$ cat config.mk
export PLATFORM = sky130hd
export DESIGN_NAME = vec_irq_ctrl
export DESIGN_NICKNAME = d
export VERILOG_FILES = /design/src/rtl/vec_irq_pkg.sv /design/src/rtl/vec_irq_edge.sv /design/src/rtl/vec_irq_dp.sv /design/src/rtl/vec_irq_arb.sv /design/src/rtl/vec_irq_ctrl.sv
export SDC_FILE = /design/constraint.sdc
export NUM_CORES = 1
export LEC_CHECK = 0
export BUFFER_PORTS_ARGS = -buffer_cell sky130_fd_sc_hd__buf_4
export CORE_AREA = 2 2 70 72
export DETAILED_ROUTE_END_ITERATION = 8
export DIE_AREA = 0 0 72 74
export PLACE_DENSITY = 0.78
export SLEW_MARGIN = 30
export SYNTH_ARGS = -nofsm -noshare
export SYNTH_HDL_FRONTEND = slang
export SYNTH_SLANG_ARGS = --single-unit
$ cat constraint.sdc
create_clock -name clk -period 2.5 [get_ports clk]
set_input_delay 0.5 -clock clk [delete_from_list [all_inputs] [get_ports clk]]
set_output_delay 0.5 -clock clk [all_outputs]
set_load 0.01 [all_outputs]
$ cat src/rtl/vec_irq_pkg.sv
package vec_irq_pkg;
  localparam int NUM_SLOTS   = 14;
  localparam int NUM_EXT     = 3;
  localparam int SYNC_STAGES = 2;
  localparam int REG_W       = 16;
  localparam int ADDR_W      = 2;
  localparam int CTL_W       = 5;
  localparam int VEC_W       = $clog2(NUM_SLOTS + 1);
  localparam logic [VEC_W-1:0] BRK_IDX = VEC_W'(NUM_SLOTS);

  localparam int SLOT_PIN0  = 1;
  localparam int SLOT_PAIRA = 4;
  localparam int SLOT_PAIRB = 10;
  localparam int SLOT_PIN1  = 11;

  localparam int CTL_SEL_B = 3;
  localparam int CTL_SEL_A = 4;

  localparam logic [ADDR_W-1:0] A_FLAGS = 2'd0;
  localparam logic [ADDR_W-1:0] A_ENAB  = 2'd1;
  localparam logic [ADDR_W-1:0] A_CTRL  = 2'd2;
  localparam logic [ADDR_W-1:0] A_DIS   = 2'd3;

  typedef struct packed {
    logic [NUM_SLOTS-1:0] clrMask;
    logic                 clrBrk;
    logic                 setDis;
  } irqStrobe_t;
endpackage

$ cat src/rtl/vec_irq_edge.sv
module vec_irq_edge #(
  parameter int STAGES = 2
) (
  input  logic clk,
  input  logic rstN,
  input  logic pin,
  input  logic fallMode,
  output logic edgeHit
);
  logic [STAGES-1:0] syncReg;
  logic              prevLvl;
  logic              curLvl;

  assign curLvl = syncReg[STAGES-1];

  always_ff @(posedge clk or negedge rstN) begin
    if (!rstN) begin
      syncReg <= '0;
      prevLvl <= 1'b0;
    end else begin
      syncReg <= {syncReg[STAGES-2:0], pin};
      prevLvl <= curLvl;
    end
  end

  assign edgeHit = fallMode ? (prevLvl & ~curLvl) : (~prevLvl & curLvl);
endmodule

$ cat src/rtl/vec_irq_dp.sv
module vec_irq_dp
  import vec_irq_pkg::*;
(
  input  logic                 clk,
  input  logic                 rstN,
  input  logic [NUM_SLOTS-1:0] evtPulse,
  input  logic                 spritePulse,
  input  logic [NUM_EXT-1:0]   extPin,
  input  logic                 brkReq,
  input  logic                 regWrEn,
  input  logic [ADDR_W-1:0]    regAddr,
  input  logic [REG_W-1:0]     regWrData,
  input  irqStrobe_t           strobe,
  output logic [REG_W-1:0]     regRdData,
  output logic [NUM_SLOTS-1:0] reqFlags,
  output logic [NUM_SLOTS-1:0] enFlags,
  output logic                 disFlag,
  output logic                 brkPend,
  output logic [NUM_SLOTS-1:0] evtSet
);
  logic [CTL_W-1:0]     ctrlReg;
  logic [NUM_EXT-1:0]   extEdge;
  logic [NUM_SLOTS-1:0] swClr;

  for (genvar k = 0; k < NUM_EXT; k++) begin : g_ext
    vec_irq_edge #(.STAGES(SYNC_STAGES)) u_edge (
      .clk     (clk),
      .rstN    (rstN),
      .pin     (extPin[k]),
      .fallMode(ctrlReg[k]),
      .edgeHit (extEdge[k])
    );
  end

  always_comb begin
    evtSet             = evtPulse;
    evtSet[SLOT_PIN0]  = extEdge[0];
    evtSet[SLOT_PIN1]  = extEdge[1];
    evtSet[SLOT_PAIRB] = ctrlReg[CTL_SEL_B] ? evtPulse[SLOT_PAIRB] : extEdge[2];
    evtSet[SLOT_PAIRA] = ctrlReg[CTL_SEL_A] ? spritePulse : evtPulse[SLOT_PAIRA];
  end

  assign swClr = (regWrEn && regAddr == A_FLAGS) ? ~regWrData[NUM_SLOTS-1:0] : '0;

  always_ff @(posedge clk or negedge rstN) begin
    if (!rstN) begin
      reqFlags <= '0;
      enFlags  <= '0;
      ctrlReg  <= '0;
      disFlag  <= 1'b1;
      brkPend  <= 1'b0;
    end else begin
      reqFlags <= (reqFlags & ~swClr & ~strobe.clrMask) | evtSet;
      brkPend  <= (brkPend & ~strobe.clrBrk) | brkReq;
      if (regWrEn && regAddr == A_ENAB) enFlags <= regWrData[NUM_SLOTS-1:0];
      if (regWrEn && regAddr == A_CTRL) ctrlReg <= regWrData[CTL_W-1:0];
      if (strobe.setDis)                          disFlag <= 1'b1;
      else if (regWrEn && regAddr == A_DIS)       disFlag <= regWrData[0];
    end
  end

  always_comb begin
    unique case (regAddr)
      A_FLAGS: regRdData = REG_W'(reqFlags);
      A_ENAB:  regRdData = REG_W'(enFlags);
      A_CTRL:  regRdData = REG_W'(ctrlReg);
      default: regRdData = REG_W'(disFlag);
    endcase
  end
endmodule

$ cat src/rtl/vec_irq_arb.sv
module vec_irq_arb
  import vec_irq_pkg::*;
(
  input  logic [NUM_SLOTS-1:0] reqFlags,
  input  logic [NUM_SLOTS-1:0] enFlags,
  input  logic                 disFlag,
  input  logic                 brkPend,
  input  logic                 irqAck,
  output logic                 irqPending,
  output logic [VEC_W-1:0]     irqVector,
  output irqStrobe_t           strobe
);
  logic [NUM_SLOTS-1:0] elig;
  logic [NUM_SLOTS-1:0] winMask;
  logic                 anyElig;
  logic                 take;

  assign elig    = reqFlags & enFlags & {NUM_SLOTS{~disFlag}};
  assign anyElig = |elig;

  always_comb begin
    irqVector = BRK_IDX;
    winMask   = '0;
    for (int i = NUM_SLOTS - 1; i >= 0; i--) begin
      if (elig[i]) begin
        irqVector = VEC_W'(i);
        winMask   = NUM_SLOTS'(1) << i;
      end
    end
  end

  assign irqPending = anyElig | brkPend;
  assign take       = irqAck & irqPending;

  always_comb begin
    strobe.clrMask = take ? winMask : '0;
    strobe.clrBrk  = take & ~anyElig;
    strobe.setDis  = take;
  end
endmodule

$ cat src/rtl/vec_irq_ctrl.sv
module vec_irq_ctrl
  import vec_irq_pkg::*;
(
  input  logic                 clk,
  input  logic                 rstN,
  input  logic [NUM_SLOTS-1:0] evtPulse,
  input  logic                 spritePulse,
  input  logic [NUM_EXT-1:0]   extPin,
  input  logic                 brkReq,
  input  logic                 regWrEn,
  input  logic [ADDR_W-1:0]    regAddr,
  input  logic [REG_W-1:0]     regWrData,
  output logic [REG_W-1:0]     regRdData,
  output logic                 irqPending,
  output logic [VEC_W-1:0]     irqVector,
  input  logic                 irqAck
);
  irqStrobe_t           strobe;
  logic [NUM_SLOTS-1:0] reqFlags;
  logic [NUM_SLOTS-1:0] enFlags;
  logic [NUM_SLOTS-1:0] evtSet;
  logic                 disFlag;
  logic                 brkPend;

  vec_irq_dp u_dp (
    .clk        (clk),
    .rstN       (rstN),
    .evtPulse   (evtPulse),
    .spritePulse(spritePulse),
    .extPin     (extPin),
    .brkReq     (brkReq),
    .regWrEn    (regWrEn),
    .regAddr    (regAddr),
    .regWrData  (regWrData),
    .strobe     (strobe),
    .regRdData  (regRdData),
    .reqFlags   (reqFlags),
    .enFlags    (enFlags),
    .disFlag    (disFlag),
    .brkPend    (brkPend),
    .evtSet     (evtSet)
  );

  vec_irq_arb u_arb (
    .reqFlags  (reqFlags),
    .enFlags   (enFlags),
    .disFlag   (disFlag),
    .brkPend   (brkPend),
    .irqAck    (irqAck),
    .irqPending(irqPending),
    .irqVector (irqVector),
    .strobe    (strobe)
  );
endmodule

=== After elaboration in Yosys (flattened, before gate mapping) ===
Index checks and enable logic that the tools add are counted.

* Register bits after elaboration: 44
* Input port bits: 41
* Output and inout bits: 21
* Logic and storage cells: 87

* Equal/unequal tests: 3
* Muxes and demuxes: 38
* Bitwise logic cells: 28
* Reduce and logical (&&, ||, !) cells: 7

{| class="wikitable"
|+ Operators by type and width
! kind !! count
|-
| 14-bit two-way mux || 16
|-
| 14-bit AND || 4
|-
| 14-bit NOT || 3
|-
| 14-bit case mux with 3 select lines || 1
|-
| 4-bit two-way mux || 8
|-
| 14-bit OR || 1
|-
| 14-bit OR reduction || 1
|-
| 3-bit two-way mux || 4
|-
| 1-bit AND || 9
|-
| 1-bit NOT || 9
|-
| 1-bit two-way mux || 7
|-
| 2-bit equality test, second input constant || 2
|-
| 1-bit logical AND || 4
|-
| 2-bit two-way mux || 2
|-
| 2-bit by 1-bit equality test with 1-bit output, second input constant || 1
|-
| 2-bit zero test || 1
|-
| 1-bit OR || 2
|-
| 2-bit nonzero test || 1
|}

=== Longest topological paths before layout ===
Gate-level depths: netlist (run 1).

* Depth in word-level cells: 20
* Depth in mapped cells: 6
* Depth with buffers taken out: 5

=== Cells and area by module ===
A second synthesis (run 1) with hierarchy kept.

* Cell total of the unflattened synthesis: 242
* Area, all modules: 2521.2 um^2

{| class="wikitable"
|+ Modules (own cells, without submodules)
! module !! times used !! cells an instance !! area each (um^2) !! sequential area each (um^2)
|-
| vec_irq_dp || 1 || 156 || 1820.5 || 877.1
|-
| vec_irq_arb || 1 || 68 || 407.9 || 0.0
|-
| vec_irq_edge || 3 || 6 || 97.6 || 75.1
|}

=== Worst setup path after synthesis (run 1) ===
OpenSTA, ideal clock, no wires.

* Kind: register to output
* Start: reg u_dp.reqFlags[0]
* End: out irqPending
* Arrival: 1.529 ns
* Data required time: 2.000 ns
* Setup slack: 0.471 ns
* Cell stages (with the launch flop): 6
* Path buffers: 0
* Path through: dfrtp_1 -> a22oi_4 -> a31oi_4 -> or4_4 -> nor2_2 -> inv_1

* Longest elaborated chain between the ends: 4

{| class="wikitable"
|+ RTL lines
! element !! RTL line !! RTL
|-
| start, declared || vec_irq_dp.sv:15 || <nowiki>output logic [NUM_SLOTS-1:0] reqFlags,</nowiki>
|-
| start signal, assigned || vec_irq_dp.sv:53 || <nowiki>reqFlags <= (reqFlags & ~swClr & ~strobe.clrMask) | evtSet;</nowiki>
|-
| 14-bit AND (2 in a row) || vec_irq_arb.sv:18 || <nowiki>assign elig = reqFlags & enFlags & {NUM_SLOTS{~disFlag}};</nowiki>
|-
| 14-bit OR reduction || vec_irq_arb.sv:19 || <nowiki>assign anyElig = |elig;</nowiki>
|-
| 1-bit OR || vec_irq_arb.sv:32 || <nowiki>assign irqPending = anyElig | brkPend;</nowiki>
|-
| end, declared || vec_irq_ctrl.sv:14 || <nowiki>output logic irqPending,</nowiki>
|}

No other way between the ends.

=== Worst setup path after layout (run 1) ===
* Start: reg u_dp.enFlags[10]
* End: out irqPending

* Longest elaborated chain between the ends: 4

{| class="wikitable"
|+ RTL lines
! element !! RTL line !! RTL
|-
| start, declared || vec_irq_dp.sv:16 || <nowiki>output logic [NUM_SLOTS-1:0] enFlags,</nowiki>
|-
| start signal, assigned || vec_irq_dp.sv:55 || <nowiki>if (regWrEn && regAddr == A_ENAB) enFlags <= regWrData[NUM_SLOTS-1:0];</nowiki>
|-
| 14-bit AND (2 in a row) || vec_irq_arb.sv:18 ||
|-
| 14-bit OR reduction || vec_irq_arb.sv:19 ||
|-
| 1-bit OR || vec_irq_arb.sv:32 ||
|}

No other way between the ends.

==> flow_metrics.tcl, run 1 <==
set metrics [dict create \
    wl_um 5670 \
    status "finished clean" \
    fin_crit_sh_pct 98.7 \
    via_count 1998 \
    slew_violations 0 \
    drc_errors 0 \
    clock_latency_ns 0.30 \
    period_needed_ns 2.47 \
    start_kind "flop" \
    cts_tree "yes" \
    cts_sinks 44 \
    drive_gt1_share_pct 39.8 \
    relSlewSlack_pct 62.2 \
    cts_buffer_depth 2 \
    rows 25 \
    yosysTopAreaCellShare_pct 46.2 \
    clkPwrFrac_pct 27.7 \
    die_h_um 74 \
    worstMarginPinSlew_ns 0.566 \
    critPathKind "reg2out" \
    fin_cells 343 \
    cts_buffers 5 \
    hpwl_um 3920 \
    syn_area_per_cell_um2 10.5 \
    hold_class "in2async" \
    io_pins 62 \
    path_clk_slew_ns 0.08 \
    p_per_area_nw_per_um2 650 \
    area.growth.synth_to_final_pct 29.3 \
    num-nets-final 329 \
    antenna_found_initial 0 \
    cp.arrival_ns 1.97 \
    skew_ns 0.00471 \
    drtIter0Drc 160 \
    start_util_pct 50.7 \
    root_buffer "clkbuf_8" \
    r2r_start "u_dp.disFlag" \
    rr_worst_depth 7 \
    max-vdd-ir-drop_mv 0.451 \
    drt.antenna.violating_nets 0 \
    cp_max_fo 5 \
    grt_max_degree 45 \
    grt_pass1_vias 1838 \
    ys_types 48 \
    h-tree-depth 2 \
    hold_viol_final 0 \
    gr-total-overflow 0 \
    netlist_area_um2 2330 \
    p_int_mw 1.37 \
    rsz0062_at_grt "true" \
    firstDrtPassIters 4 \
    timing.rr.end "u_dp.reqFlags[11]" \
    die_w_um 72 \
    power_frac_seq_pct 45.8 \
    place_congestion 0.823 \
    dieArea_um2 5330 \
    vias_per_cell 5.83 \
    setup_violations 0 \
    coreArea_um2 4600 \
    worst-r2r-setup-slack_ns 0.43 \
    yosys_warnings 0 \
    required_ns 2.00 \
    portBuffers 55 \
    final.fill_count 388 \
    p_switching_mw 0.589 \
    synth-seq-cells 44 \
    ys_seq_area_share_pct 47.3 \
    synth.largest_area_cell "dfrtp_1" \
    dp_cells 325 \
    p_sw_share_pct 30.1 \
    synthArstFlopShare_pct 100 \
    synth_edf_count 0 \
    cap_violations 0 \
    track_usage_pct 21.6 \
    diodes 0 \
    synth_ff_type "dfrtp_1" \
    synth_area_leaders "dfrtp_1, mux2_2, mux2i_1, o21ai_0, nand2_1" \
    endpoint_kind "primary output" \
    utilization_pct 65.5 \
    grt_pass1_wl_um 8820 \
    postSynthCellCount 222 \
    max_freq_ghz 0.405 \
    combPwrFrac_pct 26.5 \
    post_drt_wl_per_cell_um 16.5 \
    leakagePower_nw 1.32 \
    tns_ns 0 \
]
## how the worst max path moves through the flow
| stage | depth (start not counted) | start | end |
|---|---|---|---|
| after detailed placement | 5 | u_dp.disFlag | irqPending |
| after global routing | 6 | u_dp.enFlags[10] | irqPending |
| final | 6 | u_dp.enFlags[10] | irqPending |
| after CTS | 6 | u_dp.reqFlags[10] | irqPending |
| after floorplan | 5 | u_dp.reqFlags[0] | irqPending |
| after global placement | 5 | u_dp.disFlag | irqPending |
## per-layer routing
layer	GRT usage (%)	share of wire, %	vias to the layer above
met1	29.6	42	987
met5	0	0	-
li1	-	-	939
met2	35.5	51	65
met4	6.29	0.90	0
met3	3.93	5.4	7
## cell usage in the layout, fill, tap and decap left out, drive strengths merged, types with 2 or more instances in the layout
cell	n
a21oi	8
a22oi	5
a31oi	7
a41oi	2
buf	68
clkbuf	5
conb	2
dfrtp	43
inv	4
mux2	19
mux2i	15
nand2	18
nand2b	5
nand3	6
nand3b	3
nor2	19
nor2b	4
nor3	2
nor3b	3
o211ai	2
o21ai	19
o221ai	2
or2	6
or3b	2
## layout make-up
type | instances | area (um2) | area share, %
multi-input combinational | 165 | 1190 | 39.7
sequential | 44 | 1110 | 36.8
timing repair buffer | 68 | 514 | 17.1
clock buffer | 5 | 68.8 | 2.29
tap | 54 | 67.6 | 2.24
clock inverter | 3 | 42.5 | 1.41
inverter | 4 | 15.0 | 0.499
## stage by stage
step                power [mW]  area (um2)  hold WS [ns]  setup slack, ns
finish                    1.96        3010         0.180           0.0316
global route              2.06        3010         0.214          -0.0472
CTS                       1.94        2950         0.200          0.00578
detailed placement        1.38        2790         0.337            0.223
global placement          1.36        2790         0.334            0.247
floorplan                 1.18        2330         0.204            0.471
## power by group through the flow
stage          logic (mW)  registers (mW)  clock network, mW
2_1_floorplan       0.298           0.878                  0
3_3_place_gp        0.462           0.899                  0
3_5_place_dp        0.470           0.905                  0
4_1_cts             0.494           0.892              0.549
5_1_grt             0.566           0.910              0.585
6_report            0.519           0.895              0.543
## registers in the layout, summed over array words and instances (netlist names)
signal	flops
u_dp.brkPend	1
u_dp.g_ext.u_edge.prevLvl	3
u_dp.reqFlags	14
u_dp.enFlags	14
u_dp.ctrlReg	5
u_dp.g_ext.u_edge.syncReg	6
u_dp.disFlag	1
## worst max-delay path, cell delays in order (launching register included)
cell     delay [ns]
dfrtp_2        0.44
a22oi_2        0.25
a31oi_4        0.12
or4_4          0.58
nor2_4         0.14
inv_2          0.04
buf_6          0.11
## Yosys cell counts, types with 2 or more instances
cell      count
nand3_1       6
nand2b_1      5
a21oi_1       8
buf_2         5
a41oi_1       2
o211ai_1      2
dfrtp_1      43
nand3b_1      3
nor2_1       18
a22oi_1       4
nor3_1        2
inv_1         4
mux2i_1      15
nor2b_1       4
clkbuf_1      2
o221ai_1      2
or2_2         5
buf_4         2
nand2_1      18
a31oi_1       6
nor3b_1       3
o21ai_0      19
mux2_2       19
## repair_timing
| action | in CTS | in global routing |
|---|---|---|
| pin swaps | 1 | 4 |
| gates resized for setup | 4 | 6 |
| hold buffers | 0 | 0 |
| cloned | 0 | 0 |
| setup buffers | 4 | 6 |
| endpoints found under the setup margin | 1 | 1 |
| hold endpoints to repair | 0 | 0 |
## cell families after synthesis
| family | count (synthesis) | share of synthesized area (%) |
|---|---|---|
| compound gates | 57 | 17.2 |
| buf+inv | 14 | 2.85 |
| flops | 44 | 47.3 |
| mux | 35 | 16.8 |
| other cells | 1 | 0.161 |
| simple gates | 71 | 15.7 |
Power figures use the tool's default switching activity.
==> inputs of run 2 (changes only) <==
--- a/config.mk
+++ b/config.mk
@@ -6,10 +6,11 @@
 export NUM_CORES = 1
 export LEC_CHECK = 0
 export BUFFER_PORTS_ARGS = -buffer_cell sky130_fd_sc_hd__buf_4
-export CORE_AREA = 2 2 70 72
+export CORE_AREA = 2 2 69 71
+export CTS_BUF_LIST = sky130_fd_sc_hd__clkbuf_8
 export DETAILED_ROUTE_END_ITERATION = 8
-export DIE_AREA = 0 0 72 74
-export PLACE_DENSITY = 0.78
+export DIE_AREA = 0 0 71 73
+export PLACE_DENSITY = 0.8
 export SLEW_MARGIN = 30
 export SYNTH_ARGS = -nofsm -noshare
 export SYNTH_HDL_FRONTEND = slang
==> run 2 against run 1 <==
Wire length about the same. Power fell by 0.96%. Non-clock buffer count fell by 4. Critical path type unchanged.
==> flow_metrics.tcl, run 2 (synthesis results as in run 1) <==
set metrics [dict create \
    vias_per_cell 5.86 \
    max_freq_ghz 0.404 \
    rr_worst_depth 6 \
    placed_cell_area_um2 2790 \
    cp_max_fo 5 \
    area.growth.synth_to_final_pct 27.2 \
    endpoint_kind "primary output" \
    track_usage_pct 21.9 \
    die_w_um 71 \
    drc_errors 0 \
    post_drt_wl_per_cell_um 16.7 \
    place_congestion 0.795 \
    die_h_um 73 \
    fin_crit_sh_pct 99.0 \
    skew_ns 0.00869 \
    dieArea_um2 5180 \
    root_buffer "clkbuf_8" \
    place_ws_ns 0.234 \
    worstMarginPinSlew_ns 0.558 \
    clock_latency_ns 0.31 \
    fin_cells 339 \
    wl_um 5680 \
    reg_top3 "u_dp.enFlags (14), u_dp.reqFlags (14), u_dp.g_ext.u_edge.syncReg (6)" \
    start_util_pct 51.4 \
    grt_pass1_wl_um 8650 \
    p_per_area_nw_per_um2 654 \
    setup_violations 0 \
    r2r_start "u_dp.reqFlags[0]" \
    drive_gt1_share_pct 39.3 \
    utilization_pct 65.4 \
    hpwl_um 3930 \
    cp.arrival_ns 1.97 \
    via_count 1988 \
    tns_ns 0 \
    diodes 0 \
    start_kind "flop" \
    hold_class "in2async" \
    dp_cells 325 \
    gr-total-overflow 0 \
    drtIter0Drc 159 \
    portBuffers 55 \
    period_needed_ns 2.47 \
    cts_buffers 5 \
    io_pins 62 \
    slew_violations 0 \
    max-vdd-ir-drop_mv 0.397 \
    drt.antenna.violating_nets 0 \
    final.fill_count 351 \
    crit_start "u_dp.reqFlags[0]" \
    relSlewSlack_pct 62.8 \
    rsz0062_at_grt "true" \
    firstDrtPassIters 4 \
    worst-r2r-setup-slack_ns 0.62 \
    regArea_um2 1110 \
    stdcell_area_um2 2960 \
    setup_ws_ns 0.0260 \
    num-nets-final 325 \
    cap_violations 0 \
    grt_pass1_vias 1813 \
    hold_viol_final 0 \
    cts_tree "yes" \
    rows 25 \
    final_cell_mix "buf_4, dfrtp_1, o21ai_0, mux2_2, nand2_1" \
    status "finished clean" \
    grt_max_degree 45 \
    antenna_found_initial 0 \
    final_common_cell "buf_4" \
    required_ns 2.00 \
    multi_input_area_um2 1190 \
    h-tree-depth 2 \
    timing.rr.end "u_dp.reqFlags[11]" \
    path_clk_slew_ns 0.08 \
    cts_sinks 44 \
    critPathKind "reg2out" \
    cts_buffer_depth 2 \
    coreArea_um2 4540 \
    leakagePower_nw 1.30 \
]
[run 2: per-stage QoR]
stage                     total power, mW  hold slack (ns)
after floorplan                      1.18            0.204
after global placement               1.36            0.335
after detailed placement             1.37            0.335
after CTS                            1.93            0.202
after global routing                 2.03            0.227
final                                1.94            0.176
[run 2: worst max-delay path by stage]
stage / endpoint / cells after the start
final: irqPending / 6
after global routing: irqPending / 6
after CTS: irqPending / 6
after global placement: irqPending / 6
after detailed placement: irqPending / 6
after floorplan: irqPending / 5
[run 2: repair_timing]
item / in CTS / in global routing
setup buffers: 2 / 4
endpoints found under the setup margin: 1 / 2
hold buffers: 0 / 0
pin swaps: 1 / 1
resized for setup: 5 / 4
[run 2: power by group]
group / internal (mW) / leakage (nW) / switching (mW) / total [mW]
logic: 0.263 / 0.764 / 0.241 / 0.504
registers: 0.799 / 0.477 / 0.0970 / 0.896
clock network: 0.293 / 0.0593 / 0.246 / 0.539
[run 2: area by class of cell]
cell class	count	share of cell area, %
Multi-Input combinational cell	165	40.1
Clock buffer	5	2.32
Timing Repair Buffer	64	16.1
Inverter	4	0.507
Clock inverter	3	1.31
Tap cell	54	2.28
Sequential cell	44	37.4
[run 2: worst max-delay path, stage by stage, from the launching register on]
cell and delay [ns]:
dfrtp_2 0.46, a22oi_4 0.21, a31oi_4 0.12, or4_4 0.58
nor2_4 0.11, inv_1 0.06, buf_4 0.14
[run 2: layer usage]
metal	track usage, %	part of all wire (%)	vias to the layer above
met5	0	0	-
met4	8.81	1.7	0
met3	3.59	5.6	8
met2	36.1	50	80
met1	28.9	43	968
li1	-	-	932
==> inputs of run 3 (changes only) <==
--- a/config.mk
+++ b/config.mk
@@ -10,7 +10,9 @@
 export CTS_BUF_LIST = sky130_fd_sc_hd__clkbuf_8
 export DETAILED_ROUTE_END_ITERATION = 8
 export DIE_AREA = 0 0 71 73
+export GPL_ROUTABILITY_DRIVEN = 1
 export PLACE_DENSITY = 0.8
+export RECOVER_POWER = 50
 export SLEW_MARGIN = 30
 export SYNTH_ARGS = -nofsm -noshare
 export SYNTH_HDL_FRONTEND = slang
==> run 3 against run 2 <==
Non-clock buffer count unchanged. Sequential cell count unchanged. Core utilization down 0.055 points. First-iteration DRC count unchanged. Via count unchanged. Register-to-register slack about the same. Sequential share of layout area about the same. Global-route usage unchanged. Largest power group unchanged.
==> flow_metrics.tcl, run 3 (synthesis results as in run 1) <==
set metrics [dict create \
    diodes 0 \
    start_kind "flop" \
    portBuffers 55 \
    cts_buffer_depth 2 \
    required_ns 2.00 \
    root_buffer "clkbuf_8" \
    die_h_um 73 \
    area.growth.synth_to_final_pct 27.1 \
    p_sw_share_pct 30.1 \
    hold_viol_final 0 \
    p_int_mw 1.35 \
    setup_violations 0 \
    die_w_um 71 \
    place_congestion 0.795 \
    drt.antenna.violating_nets 0 \
    cp_slowest_cell "or4_4" \
    rows 25 \
    wl_um 5660 \
    drtIter0Drc 159 \
    cpPeakStageDelay_ns 0.58 \
    final_common_cell "buf_4" \
    max_freq_ghz 0.404 \
    cts_sinks 44 \
    cp_max_fo 5 \
    drc_errors 0 \
    worstMarginPinSlew_ns 1.09 \
    slew_violations 0 \
    fin_crit_sh_pct 98.9 \
    reg_top3 "u_dp.enFlags (14), u_dp.reqFlags (14), u_dp.g_ext.u_edge.syncReg (6)" \
    rsz0062_at_grt "true" \
    relSlewSlack_pct 27.2 \
    gr-total-overflow 0 \
    cp_cell_sequence "a22oi_4, a31oi_4, or4_4, nor2_4, inv_1, buf_4" \
    cp.arrival_ns 1.97 \
    io_pins 62 \
    path_clk_slew_ns 0.08 \
    leakagePower_nw 1.30 \
    p_switching_mw 0.583 \
    drive_gt1_share_pct 39.3 \
    antenna_found_initial 0 \
    endpoint_kind "primary output" \
    coreArea_um2 4540 \
    grt_pass1_vias 1813 \
    h-tree-depth 2 \
    post_drt_wl_per_cell_um 16.7 \
    hpwl_um 3930 \
    crit_family "simple AND/OR/NAND/NOR gates" \
    num-nets-final 325 \
    firstDrtPassIters 4 \
    path_buf_inv 2 \
    combPwrFrac_pct 26.0 \
    status "finished clean" \
    clkPwrFrac_pct 27.8 \
    cap_violations 0 \
    cts_buffers 5 \
    max-vdd-ir-drop_mv 0.397 \
    grt_pass1_wl_um 8650 \
    skew_ns 0.00868 \
    hold_slack_ns 0.316 \
    hold_class "in2reg" \
    grt_max_degree 45 \
    tns_ns 0 \
    track_usage_pct 21.9 \
    final_cell_mix "buf_4, dfrtp_1, o21ai_0, mux2_2, nand2_1" \
    period_needed_ns 2.47 \
    start_util_pct 51.4 \
    clock_latency_ns 0.31 \
    vias_per_cell 5.86 \
    dieArea_um2 5180 \
    cts_tree "yes" \
    p_per_area_nw_per_um2 654 \
    critPathKind "reg2out" \
    via_count 1988 \
    power_frac_seq_pct 46.2 \
]
[run 3: changes by cell type in the layout (fill, tap and decap cells not counted), sizes merged]
cell    delta
buf        -4
clkbuf     +4
[run 3: routing by layer]
| metal | global-route usage (%) | share of wire [%] | up-vias | wire (um) |
|---|---|---|---|---|
| li1 | - | - | 932 | - |
| met1 | 28.9 | 42 | 964 | 2390 |
| met2 | 36.1 | 50 | 84 | 2830 |
| met3 | 3.59 | 6.0 | 8 | 337 |
| met4 | 8.81 | 1.7 | 0 | 97 |
| met5 | 0 | 0 | - | 0 |
[run 3: cell type report]
class	instances	area (um2)
inverter	4	15.0
multi-input combinational	165	1190
clock buffer	5	68.8
clock inverter	3	38.8
sequential	44	1110
fill	352	1570
tap	54	67.6
timing repair buffer	64	475
[run 3: power groups by stage]
stage	sequential (mW)	combinational, mW	clock (mW)
final	0.896	0.503	0.538
after global routing	0.909	0.548	0.573
after CTS	0.893	0.490	0.543
after detailed placement	0.906	0.468	0
after global placement	0.899	0.458	0
after floorplan	0.878	0.298	0
[run 3: path summary, 6_finish.rpt]
| path | from | endpoint | slack (ns) | cells past startpoint |
|---|---|---|---|---|
| max | u_dp.reqFlags[0] | irqPending | 0.03 | 6 |
| min | extPin[2] | u_dp.g_ext[2].u_edge.syncReg[0] | 0.32 | 1 |
| max reg2reg | u_dp.reqFlags[0] | u_dp.reqFlags[11] | 0.62 | 6 |
| min reg2reg | u_dp.g_ext[1].u_edge.syncReg[0] | u_dp.g_ext[1].u_edge.syncReg[1] | 0.35 | 0 |
| max in group asynchronous | rstN | u_dp.enFlags[10] | 1.37 | 1 |
| min in group asynchronous | rstN | u_dp.g_ext[1].u_edge.syncReg[0] | 0.38 | 1 |
[run 3: per-stage QoR]
step | util (%) | total power [mW] | area (um2) | worst slack, ns | instances
6_report | 65.3 | 1.94 | 2960 | 0.0263 | 339
5_1_grt | 65.3 | 2.03 | 2960 | -0.0662 | 339
4_1_cts | 64.5 | 1.93 | 2930 | 0.00382 | 335
3_5_place_dp | 61.4 | 1.37 | 2790 | 0.234 | 325
3_3_place_gp | 61.4 | 1.36 | 2790 | 0.260 | 325
2_1_floorplan | - | 1.18 | 2330 | 0.471 | 223
[run 3: repair_timing]
item / in CTS / in global routing
setup buffers: 2 / 4
gates resized for setup: 5 / 4
hold buffers: 0 / 0
pin swaps: 1 / 1
setup endpoints to repair: 1 / 2
hold endpoints to repair: 0 / 0
